## config.mk

```make
export PLATFORM = sky130hd
export DESIGN_NAME = xlat_rsp_fanout
export DESIGN_NICKNAME = d
export VERILOG_FILES = /design/src/rtl/xrf_pkg.sv /design/src/rtl/xrf_ctrl.sv /design/src/rtl/xrf_compose.sv /design/src/rtl/xrf_route.sv /design/src/rtl/xlat_rsp_fanout.sv
export SDC_FILE = /design/constraint.sdc
export NUM_CORES = 1
export LEC_CHECK = 0
export BUFFER_PORTS_ARGS = -buffer_cell sky130_fd_sc_hd__buf_2
export CORE_MARGIN = 1.5
export CORE_UTILIZATION = 54
export CTS_CLUSTER_DIAMETER = 200
export CTS_CLUSTER_SIZE = 10
export DETAILED_ROUTE_END_ITERATION = 12
export PLACE_DENSITY = 0.91
export SETUP_SLACK_MARGIN = 0.5
export SLEW_MARGIN = 20
export SYNTH_ARGS = -nofsm -noshare
export SYNTH_HDL_FRONTEND = slang
export SYNTH_HIERARCHICAL = 1
export SYNTH_SLANG_ARGS = --single-unit
```

## constraint.sdc

```tcl
create_clock -name clk -period 3.7 [get_ports clk]
set_clock_uncertainty 0.1 [all_clocks]
set_input_delay 0.555 -clock clk [delete_from_list [all_inputs] [get_ports clk]]
set_output_delay 0.555 -clock clk [all_outputs]
set_load 0.05 [all_outputs]
```

## src/rtl/xrf_pkg.sv

```systemverilog
package xrf_pkg;
    localparam int VA_W     = 48;
    localparam int PA_W     = 48;
    localparam int PG_LG_W  = 6;
    localparam int HIT_W    = 2;
    localparam int PORT_W   = 3;
    localparam int SLOT_W   = 2;
    localparam int MAX_GRP  = 8;
    localparam int N_PORT   = 1 << PORT_W;
    localparam int IDX_W    = $clog2(MAX_GRP);
    localparam int CNT_W    = $clog2(MAX_GRP + 1);
    localparam int VPN_W    = VA_W - 12;

    typedef struct packed {
        logic              uncache;
        logic              system;
        logic [HIT_W-1:0]  hit;
    } attr_t;

    typedef enum logic {ST_IDLE, ST_RUN} fan_st_e;

    function automatic logic [PA_W-1:0] off_mask(input logic [PG_LG_W-1:0] lg);
        off_mask = (PA_W'(1) << lg) - PA_W'(1);
    endfunction
endpackage

```

## src/rtl/xrf_ctrl.sv

```systemverilog
module xrf_ctrl import xrf_pkg::*; (
    input  logic             clk,
    input  logic             rst,
    input  logic             acc,
    input  logic [CNT_W-1:0] cnt_in,
    output logic             busy,
    output logic             rd_en,
    output logic [IDX_W-1:0] rd_idx,
    output logic             pend_v,
    output logic             pend_first,
    output logic             pend_last
);
    fan_st_e          st_q;
    logic [CNT_W-1:0] grp_cnt_q;
    logic [CNT_W-1:0] rd_cnt_q;

    always_comb begin
        busy   = (st_q == ST_RUN);
        rd_en  = (st_q == ST_RUN) && (rd_cnt_q < grp_cnt_q);
        rd_idx = rd_cnt_q[IDX_W-1:0];
    end

    always_ff @(posedge clk) begin
        if (rst) begin
            st_q       <= ST_IDLE;
            grp_cnt_q  <= '0;
            rd_cnt_q   <= '0;
            pend_v     <= 1'b0;
            pend_first <= 1'b0;
            pend_last  <= 1'b0;
        end else begin
            pend_v     <= rd_en;
            pend_first <= rd_en && (rd_cnt_q == '0);
            pend_last  <= rd_en && (rd_cnt_q == grp_cnt_q - CNT_W'(1));
            case (st_q)
                ST_IDLE: begin
                    if (acc) begin
                        st_q      <= ST_RUN;
                        grp_cnt_q <= cnt_in;
                        rd_cnt_q  <= '0;
                    end
                end
                default: begin
                    if (rd_en)
                        rd_cnt_q <= rd_cnt_q + CNT_W'(1);
                    if (pend_v && pend_last)
                        st_q <= ST_IDLE;
                end
            endcase
        end
    end

    // an accepted group holds the block busy on the next cycle
    a_r9_busy_after_acc: assert property (@(posedge clk) disable iff (rst)
        acc |=> busy);

    // reads advance by exactly one index per cycle within a group
    a_r2_read_step: assert property (@(posedge clk) disable iff (rst)
        (rd_en && $past(rd_en)) |-> (rd_idx == $past(rd_idx) + IDX_W'(1)));

    // the pending stage follows a read by one cycle
    a_r2_pend_follows: assert property (@(posedge clk) disable iff (rst)
        rd_en |=> pend_v);
endmodule

```

## src/rtl/xrf_compose.sv

```systemverilog
module xrf_compose import xrf_pkg::*; (
    input  logic               first,
    input  logic [PG_LG_W-1:0] lg,
    input  logic [PA_W-1:0]    pa_ret,
    input  logic [VA_W-1:0]    va,
    output logic [PA_W-1:0]    pa
);
    logic [PA_W-1:0] mask;
    logic [PA_W-1:0] base;

    always_comb begin
        mask = off_mask(lg);
        base = pa_ret & ~mask;
        pa   = first ? pa_ret : (base | (PA_W'(va) & mask));
    end
endmodule

```

## src/rtl/xrf_route.sv

```systemverilog
module xrf_route import xrf_pkg::*; (
    input  logic              clk,
    input  logic              rst,
    input  logic              ld,
    input  logic              last,
    input  logic [PORT_W-1:0] port,
    input  logic [PA_W-1:0]   pa,
    input  attr_t             attr,
    input  logic [VPN_W-1:0]  vpn,
    output logic [N_PORT-1:0] out_valid,
    output logic [PA_W-1:0]   out_pa,
    output attr_t             out_attr,
    output logic              free_v,
    output logic [VPN_W-1:0]  free_vpn
);
    for (genvar p = 0; p < N_PORT; p++) begin : g_port
        always_ff @(posedge clk) begin
            if (rst)
                out_valid[p] <= 1'b0;
            else
                out_valid[p] <= ld && (port == PORT_W'(p));
        end
    end

    always_ff @(posedge clk) begin
        if (rst) begin
            out_pa   <= '0;
            out_attr <= '0;
            free_v   <= 1'b0;
            free_vpn <= '0;
        end else begin
            free_v <= ld && last;
            if (ld) begin
                out_pa   <= pa;
                out_attr <= attr;
            end
            if (ld && last)
                free_vpn <= vpn;
        end
    end

    // never more than one requester port at a time
    a_r7_onehot: assert property (@(posedge clk) disable iff (rst)
        $onehot0(out_valid));

    // the release strobe rides on a response cycle
    a_r8_free_with_rsp: assert property (@(posedge clk) disable iff (rst)
        free_v |-> (out_valid != '0));
endmodule

```

## src/rtl/xlat_rsp_fanout.sv

```systemverilog
module xlat_rsp_fanout import xrf_pkg::*; (
    input  logic               clk,
    input  logic               rst,
    input  logic               rsp_valid,
    output logic               rsp_ready,
    input  logic [VPN_W-1:0]   rsp_vpn,
    input  logic [SLOT_W-1:0]  rsp_slot,
    input  logic [CNT_W-1:0]   rsp_count,
    input  logic [PA_W-1:0]    rsp_paddr,
    input  logic [PG_LG_W-1:0] rsp_pg_lg,
    input  logic               rsp_uncache,
    input  logic               rsp_system,
    input  logic [HIT_W-1:0]   rsp_hit,
    output logic               tbl_rd_en,
    output logic [SLOT_W-1:0]  tbl_rd_slot,
    output logic [IDX_W-1:0]   tbl_rd_idx,
    input  logic [VA_W-1:0]    tbl_va,
    input  logic [PORT_W-1:0]  tbl_port,
    output logic [N_PORT-1:0]  out_valid,
    output logic [PA_W-1:0]    out_paddr,
    output logic               out_uncache,
    output logic               out_system,
    output logic [HIT_W-1:0]   out_hit,
    output logic               free_valid,
    output logic [VPN_W-1:0]   free_vpn
);
    logic               acc;
    logic               busy;
    logic               pend_v;
    logic               pend_first;
    logic               pend_last;
    logic [PA_W-1:0]    member_pa;
    attr_t              out_attr;

    logic [VPN_W-1:0]   grp_vpn_q;
    logic [SLOT_W-1:0]  grp_slot_q;
    logic [PA_W-1:0]    grp_pa_q;
    logic [PG_LG_W-1:0] grp_lg_q;
    attr_t              grp_attr_q;

    assign rsp_ready   = !busy;
    assign acc         = rsp_valid && rsp_ready;
    assign tbl_rd_slot = grp_slot_q;

    always_ff @(posedge clk) begin
        if (rst) begin
            grp_vpn_q  <= '0;
            grp_slot_q <= '0;
            grp_pa_q   <= '0;
            grp_lg_q   <= '0;
            grp_attr_q <= '0;
        end else if (acc) begin
            grp_vpn_q  <= rsp_vpn;
            grp_slot_q <= rsp_slot;
            grp_pa_q   <= rsp_paddr;
            grp_lg_q   <= rsp_pg_lg;
            grp_attr_q <= '{uncache: rsp_uncache, system: rsp_system, hit: rsp_hit};
        end
    end

    xrf_ctrl u_ctrl (
        .clk        (clk),
        .rst        (rst),
        .acc        (acc),
        .cnt_in     (rsp_count),
        .busy       (busy),
        .rd_en      (tbl_rd_en),
        .rd_idx     (tbl_rd_idx),
        .pend_v     (pend_v),
        .pend_first (pend_first),
        .pend_last  (pend_last)
    );

    xrf_compose u_compose (
        .first  (pend_first),
        .lg     (grp_lg_q),
        .pa_ret (grp_pa_q),
        .va     (tbl_va),
        .pa     (member_pa)
    );

    xrf_route u_route (
        .clk       (clk),
        .rst       (rst),
        .ld        (pend_v),
        .last      (pend_last),
        .port      (tbl_port),
        .pa        (member_pa),
        .attr      (grp_attr_q),
        .vpn       (grp_vpn_q),
        .out_valid (out_valid),
        .out_pa    (out_paddr),
        .out_attr  (out_attr),
        .free_v    (free_valid),
        .free_vpn  (free_vpn)
    );

    assign out_uncache = out_attr.uncache;
    assign out_system  = out_attr.system;
    assign out_hit     = out_attr.hit;

    // group size must lie in the supported range when taken
    a_r2_count_range: assert property (@(posedge clk) disable iff (rst)
        acc |-> (rsp_count != '0 && rsp_count <= CNT_W'(MAX_GRP)));

    // ready drops right after an acceptance
    a_r9_ready_drop: assert property (@(posedge clk) disable iff (rst)
        acc |=> !rsp_ready);

    // one release per group, never on two adjacent cycles
    a_r8_free_once: assert property (@(posedge clk) disable iff (rst)
        free_valid |=> !free_valid);

    // every response keeps the translated page base
    a_r4_page_base: assert property (@(posedge clk) disable iff (rst)
        (out_valid != '0) |-> (((out_paddr ^ grp_pa_q) & ~off_mask(grp_lg_q)) == '0));

    // uncacheable flag follows the group on every response
    a_r5_uncache: assert property (@(posedge clk) disable iff (rst)
        (out_valid != '0) |-> (out_uncache == grp_attr_q.uncache));
endmodule

```

# == Yosys cells after proc, flatten, opt, wreduce, memory -nomap -nowiden ==
# Index checks and enable logic that the tools add are counted.
# totals
reg_bits,205
out_inout_bits,104
wordCells,72
# classes
n_addsub,3
magnitude_cmp,1
n_eq_ne,9
shift,1
n_mux,7
bitwise_logic,5
n_reduce_logical,19
# ops
operator,n
AND 48 bit,2
2-to-1 mux 48 bit,1
inverter 48 bit,1
OR 48 bit,1
left shift 1 x 6 -> 48 bit (first input constant),1
subtractor 48 x 2 -> 48 bit (second input constant),1
logical AND 1 bit,13
== test 3 bit (second input constant),4
2-to-1 mux 4 bit,3
== test 3 x 2 -> 1 bit (second input constant),2
adder 4 x 1 -> 4 bit (second input constant),1
== test 4 bit,1
logical NOT 4 bit,1
< comparator 4 bit,1
AND reduction 2 bit,2
subtractor 4 x 1 -> 4 bit (second input constant),1
== test 3 x 1 -> 1 bit (second input constant),1
logical NOT 3 bit,1
2-to-1 mux 1 bit,3
!= test 2 x 1 -> 1 bit (second input constant),1
nonzero test 2 bit,1
logical NOT 1 bit,1
inverter 1 bit,1

# == Logic depth before layout (Yosys ltp) ==
# Gate-level depths: netlist of run 1.
# logic_depth
depth_word,6
depth_mapped,14
depth_no_buf,10

# == Hierarchy ==
# Netlist of run 1, hierarchy kept.
# by_module_without_submodules
module,instances,cells_per_inst,area_each_um2
xlat_rsp_fanout,1,438,4486.8
xrf_route,1,356,3641.0
xrf_compose,1,264,1811.7
xrf_ctrl,1,78,684.4

# == Worst setup path before layout of run 1 ==
# No wires, ideal clock.
# synth_path
path_kind,register to register
start,register grp_lg_q[1]
end,register u_route.out_pa[10]
setup_time_ns,0.128
arrival_time_ns,2.501
required_ns,3.472
path_slack_ns,0.971
path_stages_with_launch,13
n_path_buf,5
synth_period_minus_slack_ns,2.729
cell_sequence,dfxtp_1 -> buf_4 -> buf_2 -> nand3b_1 -> ha_1 -> buf_2 -> buf_2 -> clkbuf_1 -> a31oi_1 -> a311oi_1 -> mux2_2 -> mux2i_1 -> nor2_1
# synth_between
elab_chain_cells,6
elab_cells_between_ends,7
cone_classes,1 x add/sub; 1 x shift; 1 x mux; 4 x bitwise
# synth_lines
element,line,text
start: declaration,xlat_rsp_fanout.sv:38,logic [PG_LG_W-1:0] grp_lg_q;
start signal: assignment,xlat_rsp_fanout.sv:56,grp_lg_q <= rsp_pg_lg;
left shift 1 x 6 -> 48 bit (*),xrf_pkg.sv:23,off_mask = (PA_W'(1) << lg) - PA_W'(1);
subtractor 48 x 2 -> 48 bit (*),xrf_pkg.sv:23,
inverter 48 bit,xrf_compose.sv:13,base = pa_ret & ~mask;
AND 48 bit,xrf_compose.sv:13,
OR 48 bit (*),xrf_compose.sv:14,pa = first ? pa_ret : (base | (PA_W'(va) & mask));
2-to-1 mux 48 bit (*),xrf_compose.sv:14,
via member_pa[10],xlat_rsp_fanout.sv:32,logic [PA_W-1:0] member_pa;
end signal: assignment,xrf_route.sv:34,out_pa <= pa;
end: declaration,xrf_route.sv:11,"output logic [PA_W-1:0] out_pa,"
# The timed path passes the listed nets; every way through them passes the cells marked *.
# A chain may end at the register's enable or synchronous reset.

# == Worst setup path after layout of run 1 ==
# layout_path
start,register grp_lg_q[4]
end,register u_route.out_pa[8]
# Same word-level chain as after synthesis.

==> results of run 1 <==
-- sequential cells by signal, indices dropped and copies added, names as in the netlist, 2 cells and up --
| signal | cells |
|---|---|
| grp_pa_q | 48 |
| u_route/out_pa | 48 |
| grp_vpn_q | 36 |
| u_route/free_vpn | 36 |
| u_route/out_valid | 8 |
| grp_lg_q | 6 |
| grp_attr_q | 4 |
| u_ctrl/grp_cnt_q | 4 |
| u_ctrl/rd_cnt_q | 4 |
| u_route/out_attr | 4 |
| tbl_rd_slot | 2 |
-- power groups by stage --
stage / combinational, mW / clock, mW / sequential (mW)
2_1_floorplan: 0.694 / 0 / 2.43
3_3_place_gp: 0.916 / 0 / 2.42
3_5_place_dp: 0.933 / 0 / 2.43
4_1_cts: 0.938 / 2.06 / 2.38
5_1_grt: 1.03 / 2.15 / 2.39
6_report: 0.952 / 2.01 / 2.38
-- repair_timing --
| action | in CTS | in global routing |
|---|---|---|
| hold buffers | 0 | 0 |
| gates resized for setup | 0 | 1 |
| endpoints found under the setup margin | 0 | 9 |
-- layer usage --
| metal | part of all wire (%) | vias up |
|---|---|---|
| met5 | 0 | - |
| met4 | 3.5 | 0 |
| met3 | 7.4 | 79 |
| met2 | 45 | 351 |
| met1 | 44 | 4373 |
| li1 | - | 4396 |
-- kinds of logic after synthesis --
kind of cell | Yosys count
buf+inv | 131
flops | 205
compound gates | 259
simple gates | 424
mux | 99
fa+ha+maj | 8
xor+xnor | 10
-- Yosys cell counts, types with 3 or more instances --
cell type | count | area share, %
buf_1 | 3 | 0.11
nand3_1 | 41 | 1.9
nor4_1 | 5 | 0.29
a211oi_1 | 8 | 0.57
o31ai_1 | 3 | 0.21
and2_1 | 3 | 0.18
nand4bb_1 | 97 | 10
o21ai_1 | 16 | 0.75
clkbuf_1 | 46 | 1.6
mux2i_1 | 54 | 5.1
a21bo_2 | 36 | 3.4
nor2b_1 | 4 | 0.24
nor2_1 | 105 | 3.7
o21a_1 | 4 | 0.28
a21oi_1 | 69 | 3.3
mux2_2 | 44 | 4.7
a31oi_1 | 4 | 0.24
nand2_1 | 25 | 0.88
buf_6 | 6 | 0.64
buf_2 | 33 | 1.6
nor3_1 | 7 | 0.33
o21ai_2 | 30 | 2.5
inv_1 | 14 | 0.49
o21bai_1 | 3 | 0.21
buf_4 | 18 | 1.3
xnor2_1 | 9 | 0.74
dfxtp_1 | 205 | 39
ha_1 | 8 | 0.94
or3_1 | 5 | 0.29
buf_12 | 3 | 0.57
nand2b_1 | 105 | 6.2
o21ai_0 | 64 | 3.0
nor3b_1 | 3 | 0.21
clkbuf_2 | 6 | 0.28
nand3b_1 | 3 | 0.21
-- worst max-delay path by stage --
stage                                   from                         endpoint  slack, ns  depth (start not counted)
floorplan           grp_lg_q[1]$_SDFFE_PP0P_  u_route/out_pa[10]$_SDFFE_PP0P_       0.97                         12
global placement    grp_lg_q[0]$_SDFFE_PP0P_  u_route/out_pa[46]$_SDFFE_PP0P_       0.70                         10
detailed placement  grp_lg_q[4]$_SDFFE_PP0P_  u_route/out_pa[14]$_SDFFE_PP0P_       0.60                         10
CTS                 grp_lg_q[4]$_SDFFE_PP0P_  u_route/out_pa[14]$_SDFFE_PP0P_       0.61                         10
global route        grp_lg_q[4]$_SDFFE_PP0P_  u_route/out_pa[10]$_SDFFE_PP0P_       0.53                         10
finish              grp_lg_q[4]$_SDFFE_PP0P_   u_route/out_pa[8]$_SDFFE_PP0P_       0.76                         10
-- area by class of cell --
class / instances / area, sq um / area share [%]
diodes: 7 / 17.5 / 0.141
multi-input cells: 800 / 5820 / 46.9
well taps: 265 / 332 / 2.67
clock inverters: 2 / 23.8 / 0.192
inverters: 15 / 56.3 / 0.454
flip-flops and latches: 205 / 4110 / 33.2
clock buffers: 25 / 604 / 4.87
repair buffers: 271 / 1440 / 11.6
-- critical path, delay by kind of cell (launching register included) --
kind            cells  cell delay (ns)
fa+ha+maj           1             0.36
simple gates        5             1.06
buf+inv             1             0.21
compound gates      1             0.23
flops               1             0.33
mux                 2             0.50
-- metrics by stage --
stage | setup slack, ns | cells | total power [mW] | util (%) | area [sq um]
global route | 0.525 | 1588 | 5.57 | 63.9 | 12400
floorplan | 0.971 | 1136 | 3.13 | - | 10600
CTS | 0.608 | 1583 | 5.38 | 63.8 | 12400
finish | 0.756 | 1590 | 5.35 | 63.9 | 12400
detailed placement | 0.597 | 1556 | 3.36 | 60.6 | 11800
global placement | 0.703 | 1556 | 3.34 | 60.6 | 11800
==> impl_metrics.tcl, run 1 <==
set metrics [dict create \
    status "complete, no violations" \
    grt.busiest_layer "met2" \
    cp.required_ns 3.95 \
    synth_compound_area_share_pct 16.1 \
    ir_drop_mv 0.290 \
    die-area_sq_mm 0.0205 \
    routed_wl_microns 28600 \
    antenna_found_initial 6 \
    met3_usage_pct 5.57 \
    globalRouteTotalUtil_pct 26.6 \
    worstPathCellList "nor4_4, nand3b_1, ha_2, buf_4, nor4_1, nand3_1, a31oi_1, mux2_2, mux2i_1, nor2_1" \
    nNetsFinal 1479 \
    fin_crit_ns 2.94 \
    post_synth_xor_area_fraction_pct 0.895 \
    hold_path_class "primary input to register" \
    synth_cell_type_count 69 \
    slew_viol_final 0 \
    r2r.worst_path.cells 10 \
    grt_pass1_wl_microns 44300 \
    rows 51 \
    rsz0062_at_grt "no" \
    p_int_mw 3.87 \
    synth_fp_nets 1298 \
    max_stage_delay_ns 0.38 \
    layout_common_cells "255 x buf_2, 202 x dfxtp_1, 105 x nand2b_1, 105 x nor2_1, 97 x nand4bb_1" \
    initial_core_util_pct 54.8 \
    clkPwrFrac_pct 37.7 \
    drt_iter0_markers 619 \
    fin_crit_sh_pct 79.6 \
    switching_share_pct 27.7 \
    maxCapViolations 0 \
    fp.dieW_microns 143 \
    async_reset_ff_share_pct 0 \
    hold_end "u_route/out_valid[1]$_SDFF_PP0_" \
    wire_per_inst_microns 18.0 \
    post_cts_buffers 0 \
    ys_seq_area_share_pct 38.6 \
    final_common_cell "buf_2" \
    muxShareOfSynthArea_pct 9.89 \
    numCtsBuffers 24 \
    syn_area_per_cell_sq_um 9.35 \
    yosys_warnings 6 \
    grt_max_degree 173 \
    synthSimpleGateAreaFrac_pct 26.8 \
    whs_ns 0.157 \
    cts_tree "done" \
    power.switching_mw 1.48 \
    start_kind "register" \
    fmax_mhz 340 \
    r2r_slack_ns 0.76 \
    viasPerCell 5.79 \
    drt-pass1-iter-count 5 \
    routabilityCongestion 0.912 \
    r2r_end "u_route/out_pa[8]$_SDFFE_PP0P_" \
    reg2reg_from "grp_lg_q[4]$_SDFFE_PP0P_" \
    final-hold-violation-count 0 \
    seqPwrFrac_pct 44.5 \
    crit_type "register to register" \
    fp.dieH_microns 143 \
    port_buffers 257 \
    grt_pass1_vias 8798 \
    hp-start "tbl_port[1]" \
    synth_seq_cells 205 \
    netlist_area_sq_mm 0.0106 \
    fin_tns_setup_ns 0 \
    postSynthCellCount 1136 \
    crit_arrival_ns 3.20 \
    final-setup-viol-count 0 \
    layout-drive-gt1-share_pct 32.5 \
    clk_latency_ns 0.52 \
    top_level_ports 258 \
    p_comb_share_pct 17.8 \
    grtUsageMet1_pct 34.6 \
    relSlewSlack_pct 28.5 \
    fillCellCount 1633 \
    gr-total-overflow 0 \
    antenna_left 0 \
    dp_hpwl_microns 18400 \
    core_area_sq_mm 0.0194 \
    endpoint_kind "register" \
    p_per_area_mw_per_mm2 431 \
    min_path_cells 2 \
    p_leak_nw 4.92 \
    cts_root_buf "clkbuf_16" \
    synth-adder-area-share_pct 0.942 \
    critPathMaxFanout 21 \
    synth_top_family_by_area "simple AND/OR/NAND/NOR gates" \
    vias 9199 \
    cts.sinks 205 \
    synth_edf_count 0 \
    area_growth_pct 16.7 \
    cts_htree_levels 1 \
    ys.flop_type "dfxtp_1" \
    path_clk_slew_ns 0.05 \
    clockBufferDepth 3 \
    cp_slowest_cell "nor4_4" \
    use_met2_pct 43.0 \
    drcViolationCount 0 \
    tightest_slew_ns 1.07 \
]
No activity file was read; power rests on OpenSTA's default activity.
==> run 2, diff against run 1 <==
Clock period 3.7 ns to 2.8 ns, I/O delays scaled along.
==> run 2 against run 1 <==
Non-clock buffer count is 33 higher. Sequential cell count stayed put. Worst setup slack worse by 0.49 ns. Utilization is 3.2 points higher. Final area is 5.0% higher. Via count is 1.5% higher. Routed wire length is 2.8% higher. Die area stayed put. Sequential share of layout area is 1.4 points lower.
==> impl_metrics.tcl, run 2 (same netlist as run 1, synthesis figures left out) <==
set metrics [dict create \
    status "complete, no violations" \
    drt_iter0_markers 719 \
    layout_setup_ws_ns 0.263 \
    clockBufferDepth 3 \
    dp_hpwl_microns 18800 \
    drcViolationCount 0 \
    start_kind "register" \
    layout-drive-gt1-share_pct 37.5 \
    core_area_sq_mm 0.0194 \
    relSlewSlack_pct 27.3 \
    p_leak_nw 5.19 \
    fp.dieW_microns 143 \
    critPathMaxFanout 10 \
    routabilityCongestion 0.906 \
    cts_htree_levels 1 \
    fmax_mhz 394 \
    min_path_cells 3 \
    finalPower_mw 7.39 \
    port_buffers 257 \
    slew_viol_final 0 \
    vias 9338 \
    cp.required_ns 3.09 \
    crit_type "register to register" \
    ir_drop_mv 0.454 \
    grt_pass1_wl_microns 44400 \
    gr-total-overflow 0 \
    cts_tree "done" \
    hp-start "rsp_count[0]" \
    p_per_area_mw_per_mm2 568 \
    drt-pass1-iter-count 6 \
    crit_arrival_ns 2.83 \
    cts_root_buf "clkbuf_16" \
    fin_crit_ns 2.54 \
    critPathLaunch "grp_lg_q[2]$_SDFFE_PP0P_" \
    reg.largest.list "grp_pa_q x48, u_route/out_pa x48" \
    die-area_sq_mm 0.0205 \
    layout_common_cells "254 x buf_2, 193 x dfxtp_1, 104 x nand2b_1" \
    fillCellCount 1525 \
    tightest_slew_ns 1.09 \
    fp.dieH_microns 143 \
    place_worst_setup_slack_ns 0.102 \
    whs_ns 0.0347 \
    rows 51 \
    antenna_left 0 \
    antenna_found_initial 5 \
    final-setup-viol-count 0 \
    path_clk_slew_ns 0.06 \
    initial_core_util_pct 54.8 \
    grt_pass1_vias 8777 \
    final_common_cell "buf_2" \
    cts.sinks 205 \
    maxCapViolations 0 \
    wire_per_inst_microns 18.1 \
    final-hold-violation-count 0 \
    routed_wl_microns 29400 \
    r2r.worst_path.cells 10 \
    hold_path_class "primary input to register" \
    fin_crit_sh_pct 90.6 \
    nNetsFinal 1512 \
    rsz0062_at_grt "yes" \
    fin_tns_setup_ns 0 \
    grt_max_degree 145 \
    clk_latency_ns 0.51 \
    top_level_ports 258 \
    viasPerCell 5.76 \
    globalRouteTotalUtil_pct 26.6 \
    finish.utilization_pct 67.1 \
    numCtsBuffers 24 \
    area_growth_pct 22.6 \
    reg2reg_from "grp_lg_q[2]$_SDFFE_PP0P_" \
    endpoint_kind "register" \
]
run 2: cell types whose count changed in the layout (fill, tap and decap cells not counted), sizes merged:
| cell | delta |
|---|---|
| diode | -2 |
| clkinv | -1 |
| clkbuf | +2 |
| buf | +33 |
run 2: through the flow:
stage | cells | cell area (sq um)
final | 1622 | 13000
after floorplan | 1136 | 10700
after global routing | 1621 | 13000
after CTS | 1612 | 12800
after global placement | 1571 | 11900
after detailed placement | 1571 | 11900
run 2: final timing paths:
check	endpoint	slack, ns
max	u_route/out_pa[14]$_SDFFE_PP0P_	0.26
min	u_ctrl/grp_cnt_q[0]$_SDFFE_PP0P_	0.03
max reg2reg	u_route/out_pa[14]$_SDFFE_PP0P_	0.26
min reg2reg	grp_pa_q[43]$_SDFFE_PP0P_	0.37
run 2: layout make-up:
type                    count  area, sq um  area share (%)
clock inverters             1         7.51          0.0576
inverters                  15         63.8           0.490
multi-input cells         800         6100            46.9
well taps                 265          332            2.55
diodes                      5         12.5          0.0961
flip-flops and latches    205         4130            31.7
repair buffers            304         1740            13.4
clock buffers              27          633            4.86
run 2: worst max-delay path, stage by stage, from the launching register on:
cell,delay [ns]
dfxtp_4,0.35
nor4_4,0.33
nand3b_1,0.17
ha_4,0.23
buf_12,0.15
nor4_4,0.19
o21ai_0,0.14
a21oi_1,0.17
mux2_2,0.35
mux2i_1,0.15
nor2_1,0.07
run 2: report_power, final:
group / internal, mW / leakage (nW) / switching, mW / total [mW]
clock network: 1.57 / 0.311 / 1.15 / 2.71
registers: 3.04 / 1.68 / 0.0818 / 3.12
logic: 0.735 / 3.20 / 0.822 / 1.56
run 2: metal layers:
| layer | vias up | track usage [%] | wire length, microns |
|---|---|---|---|
| li1 | 4442 | - | - |
| met1 | 4452 | 34.5 | 12400 |
| met3 | 66 | 5.50 | 2320 |
| met4 | 0 | 8.92 | 931 |
| met5 | - | 0 | 0 |
| met2 | 378 | 44.2 | 13800 |
run 2: timing repair:
action	4_1_cts	5_1_grt
gates resized for setup	39	32
endpoints found under the hold margin	0	0
pin swaps	17	18
setup buffers	13	5
endpoints found under the setup margin	22	28
hold buffers	0	0
